--- src/rtl/nsd_pkg.sv ---
package nsd_pkg;
   localparam int DEF_IN_W     = 22;
   localparam int DEF_OUT_W    = 15;
   localparam int DEF_COARSE_W = 5;
   localparam int DEF_FINE_W   = 9;

   typedef enum logic {
      POL_SOURCE = 1'b0,
      POL_SINK   = 1'b1
   } polarity_e;
endpackage

--- src/rtl/nsd_shaper.sv ---
module nsd_shaper #(
   parameter int IN_W  = nsd_pkg::DEF_IN_W,
   parameter int OUT_W = nsd_pkg::DEF_OUT_W
) (
   input  logic                     clk,
   input  logic                     rst_n,
   input  logic                     stb,
   input  logic [IN_W-1:0]          sample,
   output logic [OUT_W-1:0]         word,
   output logic [IN_W-OUT_W-1:0]    residue
);
   localparam int DROP_W = IN_W - OUT_W;
   localparam int SUM_W  = IN_W + 1;
   localparam logic [IN_W-1:0] POS_MAX = {1'b0, {(IN_W-1){1'b1}}};

   if (DROP_W < 1) begin : g_bad_drop
      $fatal(1, "nsd_shaper: output word must be narrower than input");
   end

   logic [DROP_W-1:0] res_q;
   logic [DROP_W-1:0] res_d;
   logic [SUM_W-1:0]  sum_ext;
   logic              clip;
   logic [IN_W-1:0]   sum_sat;

   // residue is never negative, so only the positive end can overflow
   assign sum_ext = {sample[IN_W-1], sample} + {{(SUM_W-DROP_W){1'b0}}, res_q};
   assign clip    = sum_ext[SUM_W-1] ^ sum_ext[SUM_W-2];

   always_comb begin
      if (clip) sum_sat = POS_MAX;
      else      sum_sat = sum_ext[IN_W-1:0];
   end

   assign word  = sum_sat[IN_W-1:DROP_W];
   assign res_d = sum_sat[DROP_W-1:0];

   always_ff @(posedge clk or negedge rst_n) begin
      if (!rst_n)   res_q <= '0;
      else if (stb) res_q <= res_d;
   end

   assign residue = res_q;
endmodule

--- src/rtl/nsd_split.sv ---
module nsd_split #(
   parameter int OUT_W    = nsd_pkg::DEF_OUT_W,
   parameter int COARSE_W = nsd_pkg::DEF_COARSE_W,
   parameter int FINE_W   = nsd_pkg::DEF_FINE_W
) (
   input  logic [OUT_W-1:0]    word,
   output nsd_pkg::polarity_e  pol,
   output logic [COARSE_W-1:0] coarse,
   output logic [FINE_W-1:0]   fine
);
   localparam int MAG_W = OUT_W - 1;

   if (MAG_W != COARSE_W + FINE_W) begin : g_bad_split
      $fatal(1, "nsd_split: coarse plus fine must equal magnitude width");
   end

   logic             neg;
   logic [MAG_W-1:0] mag;

   assign neg = word[OUT_W-1];
   assign pol = neg ? nsd_pkg::POL_SINK : nsd_pkg::POL_SOURCE;

   for (genvar b = 0; b < MAG_W; b++) begin : g_mag
      assign mag[b] = word[b] ^ neg;
   end

   assign coarse = mag[MAG_W-1:FINE_W];
   assign fine   = mag[FINE_W-1:0];
endmodule

--- src/rtl/nsd_therm.sv ---
module nsd_therm #(
   parameter int COARSE_W = nsd_pkg::DEF_COARSE_W
) (
   input  logic [COARSE_W-1:0]      level,
   output logic [(1<<COARSE_W)-1:0] lines
);
   localparam int N_LINES = 1 << COARSE_W;
   localparam int LVL_W   = COARSE_W + 1;

   if (COARSE_W < 1 || COARSE_W > 8) begin : g_bad_coarse
      $fatal(1, "nsd_therm: coarse width out of supported range");
   end

   logic [LVL_W-1:0] lvl_ext;
   assign lvl_ext = {1'b0, level};

   for (genvar g = 0; g < N_LINES; g++) begin : g_line
      assign lines[g] = lvl_ext > LVL_W'(g);
   end
endmodule

--- src/rtl/ns_dac_encoder.sv ---
module ns_dac_encoder #(
   parameter int IN_W     = nsd_pkg::DEF_IN_W,
   parameter int OUT_W    = nsd_pkg::DEF_OUT_W,
   parameter int COARSE_W = nsd_pkg::DEF_COARSE_W,
   parameter int FINE_W   = nsd_pkg::DEF_FINE_W
) (
   input  logic                      clk,
   input  logic                      rst_n,
   input  logic                      stb,
   input  logic [IN_W-1:0]           sample,
   output logic                      dir_neg,
   output logic [(1<<COARSE_W)-1:0]  therm,
   output logic [FINE_W-1:0]         fine_code
);
   localparam int DROP_W  = IN_W - OUT_W;
   localparam int N_LINES = 1 << COARSE_W;

   logic [OUT_W-1:0]    word;
   logic [DROP_W-1:0]   res_q;
   nsd_pkg::polarity_e  pol;
   logic [COARSE_W-1:0] coarse;
   logic [FINE_W-1:0]   fine;
   logic [N_LINES-1:0]  lines;

   nsd_shaper #(.IN_W(IN_W), .OUT_W(OUT_W)) u_shaper (
      .clk     (clk),
      .rst_n   (rst_n),
      .stb     (stb),
      .sample  (sample),
      .word    (word),
      .residue (res_q)
   );

   nsd_split #(.OUT_W(OUT_W), .COARSE_W(COARSE_W), .FINE_W(FINE_W)) u_split (
      .word   (word),
      .pol    (pol),
      .coarse (coarse),
      .fine   (fine)
   );

   nsd_therm #(.COARSE_W(COARSE_W)) u_therm (
      .level (coarse),
      .lines (lines)
   );

   // single latch register: all fields move together
   always_ff @(posedge clk or negedge rst_n) begin
      if (!rst_n) begin
         dir_neg   <= 1'b0;
         therm     <= '0;
         fine_code <= '0;
      end else if (stb) begin
         dir_neg   <= (pol == nsd_pkg::POL_SINK);
         therm     <= lines;
         fine_code <= fine;
      end
   end
endmodule

--- config.mk ---
export PLATFORM = sky130hd
export DESIGN_NAME = ns_dac_encoder
export DESIGN_NICKNAME = d
export VERILOG_FILES = /design/src/rtl/nsd_pkg.sv /design/src/rtl/nsd_shaper.sv /design/src/rtl/nsd_split.sv /design/src/rtl/nsd_therm.sv /design/src/rtl/ns_dac_encoder.sv
export SDC_FILE = /design/constraint.sdc
export NUM_CORES = 1
export LEC_CHECK = 0
export BUFFER_PORTS_ARGS = -buffer_cell sky130_fd_sc_hd__buf_4
export CAP_MARGIN = 25
export CORE_ASPECT_RATIO = 2
export CORE_MARGIN = 8
export CORE_UTILIZATION = 30
export DETAILED_ROUTE_END_ITERATION = 12
export HOLD_SLACK_MARGIN = 0.08
export SLEW_MARGIN = 10
export SYNTH_ARGS = -nofsm -noshare
export SYNTH_HDL_FRONTEND = slang
export SYNTH_HIERARCHICAL = 1
export SYNTH_SLANG_ARGS = --single-unit
--- constraint.sdc ---
create_clock -name clk -period 4.77 [get_ports clk]
set_input_delay 0.477 -clock clk [delete_from_list [all_inputs] [get_ports clk]]
set_output_delay 0.477 -clock clk [all_outputs]
set_load 0.01 [all_outputs]
* Word level (Yosys, flattened, before mapping) *
Cells that the tools add are included.

word-level totals
  register bits = 49
  logic and storage cells = 54
  input port bits = 25
  output and inout bits = 42

cells by class
  add/sub/neg operators = 1
  mux-type cells = 2
  bitwise gates (word level) = 15
  $lt $le $gt $ge = 32

operators with widths
  kind                                                           count
  greater-than comparator 5 bit, second input constant           16
  greater-than comparator 5 x 4 -> 1 bit, second input constant  8
  adder 22 x 8 -> 23 bit                                         1
  2-to-1 mux 22 bit                                              1
  greater-than comparator 5 x 3 -> 1 bit, second input constant  4
  bitwise XOR 1 bit                                              15
  greater-than comparator 5 x 1 -> 1 bit, second input constant  2
  greater-than comparator 5 x 2 -> 1 bit, second input constant  2
  2-to-1 mux 1 bit                                               1

* Longest topological paths before layout *
Gate-level depths: netlist of the first run.

  depth in word-level cells = 5
  gate-level depth with buffers = 17
  gate-level depth less buffers = 13

* By module *
Netlist of the first run, hierarchy kept.

by module, submodules not included
  module          cells each  area each (um^2)  instances  seq. area each (um^2)
  ns_dac_encoder  89          1765.4            1          1051.0
  nsd_shaper      129         1087.3            1          175.2
  nsd_therm       55          249.0             1          0.0
  nsd_split       17          161.4             1          0.0

* Worst setup path before layout of the first run *
Ideal clock, no wire load.

  kind = input-to-reg
  start = in sample[0]
  end = reg therm[0]
  required time = 4.645 ns
  cell stages on the path = 16
  buffers on the path = 3
  slack = 0.930 ns
  arrival = 3.715 ns
  setup time = 0.125 ns
  path through = ha_1 -> fa_1 -> a211oi_1 -> o21a_1 -> nor3_1 -> a31oi_1 -> ha_1 -> clkinv_1 -> clkbuf_1 -> nand2_1 -> buf_4 -> xor2_1 -> buf_6 -> nor2_1 -> nand3_1 -> mux2_4

between the ends
  cells in the longest elaborated chain, start to end = 5
  elaborated cells between the ends (all ways) = 9
  classes of those cells = add/sub (1); order compare (1); mux (1); bitwise (6)

RTL lines
  item                                        line                  text
  start: declaration                          ns_dac_encoder.sv:10  input logic [IN_W-1:0] sample,
  adder 22 x 8 -> 23 bit (*)                  nsd_shaper.sv:27      assign sum_ext = {sample[IN_W-1], sample} + {{(SUM_W-DROP_W){1'b0}}, res_q};
  bitwise XOR 1 bit                           nsd_shaper.sv:28      assign clip = sum_ext[SUM_W-1] ^ sum_ext[SUM_W-2];
  2-to-1 mux 22 bit (*)                       nsd_shaper.sv:31      if (clip) sum_sat = POS_MAX;
  via u_shaper.sum_sat[18]                    nsd_shaper.sv:24      logic [IN_W-1:0] sum_sat;
  bitwise XOR 1 bit (*)                       nsd_split.sv:24       assign mag[b] = word[b] ^ neg;
  via coarse[2]                               ns_dac_encoder.sv:21  logic [COARSE_W-1:0] coarse;
  greater-than comparator 5 x 1 -> 1 bit (*)  nsd_therm.sv:18       assign lines[g] = lvl_ext > LVL_W'(g);
  via lines[0]                                ns_dac_encoder.sv:23  logic [N_LINES-1:0] lines;
  end signal: assignment                      ns_dac_encoder.sv:54  therm <= lines;
  end: declaration                            ns_dac_encoder.sv:12  output logic [(1<<COARSE_W)-1:0] therm,

Mark *: on every way through the listed nets, which the timed path passes. The rest lies on a longest branch.
A chain may end at the register's enable or synchronous reset.

* Worst setup path in the final report of the first run *
  start = reg u_shaper.res_q[0] (netlist: u_shaper/residue[0])
  end = reg therm[28]

between the ends
  cells in the longest elaborated chain, start to end = 5
  elaborated cells between the ends (all ways) = 9
  classes of those cells = add/sub (1); order compare (1); mux (1); bitwise (6)

RTL lines
  item                               line                  text
  start: declaration                 nsd_shaper.sv:20      logic [DROP_W-1:0] res_q;
  start signal: assignment           nsd_shaper.sv:40      else if (stb) res_q <= res_d;
  adder 22 x 8 -> 23 bit (*)         nsd_shaper.sv:27
  bitwise XOR 1 bit                  nsd_shaper.sv:28
  2-to-1 mux 22 bit (*)              nsd_shaper.sv:31
  via word[10]                       ns_dac_encoder.sv:18  logic [OUT_W-1:0] word;
  bitwise XOR 1 bit (*)              nsd_split.sv:24
  via coarse[1]                      ns_dac_encoder.sv:21
  greater-than comparator 5 bit (*)  nsd_therm.sv:18
  via lines[28]                      ns_dac_encoder.sv:23

Marks and branches as above.

==> impl_metrics.py, run 1 <==
metrics = {
    "worst_setup_path": {
        "r2r-end": "therm[28]",
        "ff2ff_path_depth": 13,
        "cp.arrival_ps": 4250,
        "cp_max_fo": 12,
        "cp-startpoint": "u_shaper/residue[0]",
        "cp.required_ps": 5000,
        "crit_type": "reg2reg",
        "startpoint_type": "register",
        "r2r-start": "u_shaper/residue[0]",
        "critPathCaptureType": "register",
        "rrSetupSlack_ps": 750,
    },
    "clock_network": {
        "numCtsBuffers": 5,
        "ctsHoldBuffers": 0,
        "clock_sinks": 49,
        "post_cts.repair.setup_buffers": 0,
        "cts_buffer_depth": 2,
        "cts-htree-levels": 2,
        "insertion_delay_ps": 290,
        "cts-resized-gates": 0,
        "tritoncts": "built",
        "cts_root_buf": "clkbuf_16",
        "clk_pin_slew_ps": 70,
    },
    "yosys": {
        "synth_area_leaders": "dfrtp_1, mux2_4, xor2_1",
        "synth_edf_count": 0,
        "ys_warn_count": 6,
        "synthCells": 290,
        "syn_area_per_cell_um2": 11.25,
        "synth-main-ff-cell": "dfrtp_1",
        "ys_seq_area_share_pct": 37.58,
        "synth_largest_area_cell": "dfrtp_1",
        "ys_ff_latch": 49,
        "syn_nets": 324,
        "async_flop_share_pct": 100.0,
        "yosysTopAreaCellShare_pct": 37.58,
        "syn_area_mm2": 0.003263,
        "synth_cell_types": 38,
    },
    "die": {
        "die_h_um": 163.5,
        "die_width_um": 89.75,
        "start_util_pct": 30.38,
        "io_pins": 67,
        "core-area_mm2": 0.01074,
        "row_count": 54,
        "die-area_mm2": 0.01467,
    },
    "routing": {
        "drc": 0,
        "wl_per_cell_um": 14.68,
        "dr.first_iter.drc_count": 80,
        "first_pass_iters": 4,
        "vias": 2137,
        "final_antenna_net_count": 0,
        "routed_wl_um": 6957,
        "vias_per_cell": 4.508,
    },
    "finish": {
        "fill_cells": 1104,
        "drive_above_1_share_pct": 37.43,
        "areaGrowthSynthToFinish_pct": 16.45,
        "n_antenna_cell": 0,
        "nNetsFinal": 367,
    },
    "sta": {
        "fin_setup_tns_ps": 0,
        "final-max-slew-violation-count": 0,
        "hold_violations": 0,
        "fmax_mhz": 248.8,
        "rsz0062_at_grt": "no",
        "skew_ps": 5.000,
        "setup-violations-final": 0,
        "period_needed_ps": 4020,
        "relSlewSlack_pct": 41.07,
        "worst_pin_slew_ps": 884.0,
        "period_share_pct": 84.27,
    },
    "global_route": {
        "grt_usage_pct": 9.589,
        "grt_pass1_vias": 2202,
        "grt_max_degree": 57,
        "grt-ovfl-total": 0,
        "antenna_found_initial": 0,
        "grt_pass1_wl_um": 11450,
    },
    "placed_design": {
        "place.gp.congestion": 0.8018,
        "hpwlAfterDp_um": 5306,
        "port_buffers": 66,
    },
    "power_and_ir_drop": {
        "power.density_mw_per_mm2": 396.9,
        "ir_worst_vdd_mv": 0.2177,
        "power_mw": 1.508,
        "p_leak_nw": 1.686,
    },
    "status": {
        "status": "complete, no violations",
    },
    "flow_run": {
        "cap_violations": 0,
    },
    "worst_hold_path": {
        "hold_path.class": "in2async",
    },
}
-- registers in the layout, summed over array words and instances (netlist names) --
register          cells
u_shaper/residue      7
fine_code             9
dir_neg               1
therm                32
-- power by group --
group	switching (mW)	internal, mW	total (mW)
Combinational	0.303	0.294	0.597
Sequential	0.0490	0.499	0.547
Clock	0.155	0.209	0.364
Total	0.507	1.00	1.51
-- layout by cell type, fill, tap and decap left out, types with 4 or more instances in the layout --
cell type / netlist / routed
buf_4: 18 / 68
dfrtp_1: 49 / 49
inv_1: 5 / 5
o21ai_0: 10 / 10
a21oi_1: 13 / 13
nor2_1: 21 / 21
xnor2_1: 7 / 7
ha_1: 8 / 8
nand3_1: 7 / 7
xor2_1: 25 / 25
nor3_1: 6 / 6
clkbuf_16: 0 / 5
and3_1: 4 / 4
a31oi_1: 8 / 8
mux2_4: 40 / 40
nand2_1: 24 / 24
-- through the flow --
stage	instances	util [%]	hold WS, ps	worst slack (ps)	area, µm²
2_1_floorplan	290	-	181.4	929.8	3263
3_3_place_gp	466	33.95	494.7	625.6	3647
3_5_place_dp	466	33.95	496.0	551.6	3647
4_1_cts	474	35.37	235.7	759.7	3800
5_1_grt	474	35.37	253.6	426.8	3800
6_report	474	35.37	202.6	750.1	3800
-- cells by family (layout without fill, tap and decap cells) --
family,Yosys count,count (layout),synth area share [%]
other,1,1,0.1149
xor gates and xnor gates,32,32,8.589
adders and majority gates,9,9,3.681
and+or+nand+nor,72,72,11.35
AOI/OAI and AO/OA,47,47,9.663
muxes,42,42,19.10
buffers and inverters,38,82,9.931
DFF,49,49,37.58
-- Yosys cell counts, drive strengths merged, types with 2 or more instances --
library cell   n
o21ai         12
nand2         24
buf           29
dfrtp         49
and3           4
inv            5
nand4          3
nor4b          3
ha             8
mux2          42
a21oi         13
a211oi         3
o21a           2
xor2          25
a31oi          8
o211ai         3
nor3           6
a21o           2
xnor2          7
nor2          21
and4           3
clkbuf         3
nand3          7
-- area by class of cell --
cell class                 instances  area [µm²]  share of cell area, %
clock buffer                       6       138.9                  3.655
clock inverter                     2       13.76                 0.3622
inverter                           6       22.52                 0.5927
multi-input combinational        203        1713                  45.08
sequential                        49        1226                  32.27
tap                              140       175.2                  4.610
timing repair buffer              68       510.5                  13.43
-- per-layer routing --
layer / global-route usage, % / share of wire (%) / wire (µm) / vias up
li1: - / - / - / 1084
met1: 11.99 / 46 / 3217 / 995
met2: 15.19 / 46 / 3186 / 53
met3: 3.129 / 6.8 / 472 / 5
met4: 3.026 / 1.1 / 80 / 0
met5: 0 / 0 / 0 / -
-- worst max-delay path: stages (launching register included) --
cell and delay [ps]:
dfrtp_1 380, ha_1 220, fa_1 440, a211oi_1 360, o21a_1 280, nor3_1 70
a31oi_1 190, ha_1 200, clkinv_1 300, o21ai_1 200, xor2_1 640, nor2_1 250
nor3_1 240, mux2_4 180
-- worst max path at each step --
stage          slack [ps]         to  depth (start not counted)
4_1_cts               760  therm[28]                         13
6_report              750  therm[28]                         13
3_3_place_gp          630  therm[28]                         14
5_1_grt               430  therm[14]                         13
2_1_floorplan         930   therm[0]                         16
3_5_place_dp          550  therm[28]                         14
Power figures use the tool's default switching activity.
==> run 2: changes to the inputs <==
==> constraint.sdc (replaced) <==
create_clock -name clk -period 3.85 [get_ports clk]
set_input_delay 0.385 -clock clk [delete_from_list [all_inputs] [get_ports clk]]
set_output_delay 0.385 -clock clk [all_outputs]
set_load 0.01 [all_outputs]
==> run 2 against run 1 <==
  * Flip-flop and latch count unchanged
  * Sequential share of layout area decreased by 0.45 points
  * Clock skew decreased by 0.91 ps
  * Maximum frequency increased by 13%
  * Largest power group unchanged
  * Register-to-register slack got worse by 470 ps
==> impl_metrics.py, run 2 (synthesized netlist as in run 1, its figures left out) <==
metrics = {
    "sta": {
        "worst_hold_slack_ps": 107.1,
        "hold_violations": 0,
        "final-max-slew-violation-count": 0,
        "fmax_mhz": 279.9,
        "fin_setup_tns_ps": 0,
        "period_share_pct": 92.81,
        "period_needed_ps": 3573,
        "rsz0062_at_grt": "no",
        "relSlewSlack_pct": 42.15,
        "setup-violations-final": 0,
        "skew_ps": 4.093,
        "fin_ws_ps": 277.0,
        "worst_pin_slew_ps": 867.8,
    },
    "finish": {
        "top_register": "therm",
        "largest_reg_flops": 32,
        "final_cell_mix": "buf_4, dfrtp_1, mux2_4",
        "final_common_cell": "buf_4",
        "areaGrowthSynthToFinish_pct": 18.10,
        "n_antenna_cell": 0,
        "drive_above_1_share_pct": 39.53,
        "nNetsFinal": 372,
        "fill_cells": 1097,
        "final_util_pct": 35.87,
    },
    "worst_setup_path": {
        "r2r-end": "therm[8]",
        "path_cells": "ha_1 -> o211ai_1 -> o21a_1 -> a211oi_4 -> nand3_1 -> xnor2_1 -> ha_1 -> clkinv_1 -> buf_4 -> o21ai_1 -> xor2_1 -> buf_4 -> nor3_1 -> o21ai_0 -> mux2_4",
        "r2r-start": "u_shaper/residue[2]",
        "cpPeakStageDelay_ps": 380,
        "ff2ff_path_depth": 15,
        "cp.required_ps": 4030,
        "critPathCaptureType": "register",
        "cp_max_fo": 12,
        "rrSetupSlack_ps": 280,
        "startpoint_type": "register",
        "crit_type": "reg2reg",
        "crit_slowest_cell": "dfrtp_1",
        "cp.arrival_ps": 3750,
    },
    "die": {
        "row_count": 54,
        "core-area_mm2": 0.01074,
        "die_h_um": 163.5,
        "start_util_pct": 30.38,
        "die_width_um": 89.75,
        "die-area_mm2": 0.01467,
        "io_pins": 67,
    },
    "clock_network": {
        "cts_root_buf": "clkbuf_16",
        "tritoncts": "built",
        "cts_buffer_depth": 2,
        "clk_pin_slew_ps": 70,
        "numCtsBuffers": 5,
        "clock_sinks": 49,
        "insertion_delay_ps": 290,
        "cts-htree-levels": 2,
    },
    "power_and_ir_drop": {
        "p_leak_nw": 1.705,
        "ir_worst_vdd_mv": 0.2200,
        "power.density_mw_per_mm2": 488.0,
        "power_frac_clock_pct": 23.9,
        "internal-power_mw": 1.242,
        "power_mw": 1.881,
        "p_comb_share_pct": 40.1,
        "swShare_pct": 33.98,
        "p_seq_share_pct": 36.0,
        "power.switching_uw": 639.1,
    },
    "placed_design": {
        "dpl_worst_slack_ps": 16.33,
        "place.gp.congestion": 0.7852,
        "port_buffers": 66,
        "hpwlAfterDp_um": 5180,
    },
    "global_route": {
        "antenna_found_initial": 0,
        "grt_pass1_wl_um": 11210,
        "grt_max_degree": 57,
        "grt_pass1_vias": 2165,
        "grt_usage_pct": 9.362,
        "grt-ovfl-total": 0,
    },
    "routing": {
        "wl_per_cell_um": 14.28,
        "vias": 2137,
        "final_antenna_net_count": 0,
        "routed_wl_um": 6840,
        "first_pass_iters": 4,
        "drc": 0,
        "vias_per_cell": 4.461,
        "dr.first_iter.drc_count": 70,
    },
    "status": {
        "status": "complete, no violations",
    },
    "worst_hold_path": {
        "hold_path.class": "in2async",
    },
    "flow_run": {
        "cap_violations": 0,
    },
}
run 2: final cells by class:
class	count	area [µm²]	share of cell area [%]
multi-input cells	203	1730	44.90
flip-flops and latches	49	1226	31.82
repair buffers	73	548.0	14.22
well taps	140	175.2	4.545
clock buffers	5	125.1	3.247
clock inverters	3	26.28	0.6818
inverters	6	22.52	0.5844
run 2: per-stage QoR:
stage          instance area [µm²]  cells
2_1_floorplan                 3263    290
3_3_place_gp                  3685    471
3_5_place_dp                  3685    471
4_1_cts                       3836    479
5_1_grt                       3854    479
6_report                      3854    479
run 2: worst max-delay path by stage:
stage                                   start        end  slack, ps  cells past startpoint
after floorplan                     sample[0]   therm[0]        100                     16
after global placement              sample[0]  therm[12]         70                     16
after detailed placement            sample[0]  therm[12]         20                     16
after CTS                 u_shaper/residue[0]  therm[12]        120                     15
after global routing      u_shaper/residue[2]   therm[8]         10                     15
final                     u_shaper/residue[2]   therm[8]        280                     15
run 2: per-layer routing:
layer | wire, µm | global-route usage [%]
met4 | 66 | 3.258
met2 | 3149 | 14.55
met3 | 471 | 3.175
met5 | 0 | 0
met1 | 3152 | 11.75
run 2: critical path: cells and delay by family, from the launching register on:
kind / cells / cell delay, ps
XOR/XNOR: 2 / 240
AND/OR/NAND/NOR: 2 / 420
buffers and inverters: 3 / 540
multiplexers: 1 / 260
AO/OA/AOI/OAI: 5 / 910
adder cells (fa/ha/maj): 2 / 700
flip-flops: 1 / 380
run 2: power groups by stage:
stage / combinational [mW] / clock [mW] / sequential [mW]
after floorplan: 0.511 / 0 / 0.716
after global placement: 0.750 / 0 / 0.686
after detailed placement: 0.752 / 0 / 0.688
after CTS: 0.757 / 0.469 / 0.680
after global routing: 0.833 / 0.484 / 0.691
final: 0.753 / 0.450 / 0.678
run 2: repair_timing:
item | in CTS | in global routing
endpoints found under the setup margin | 0 | 5
gates resized for setup | 0 | 4
hold buffers | 0 | 0
buffers inserted | 0 | 0
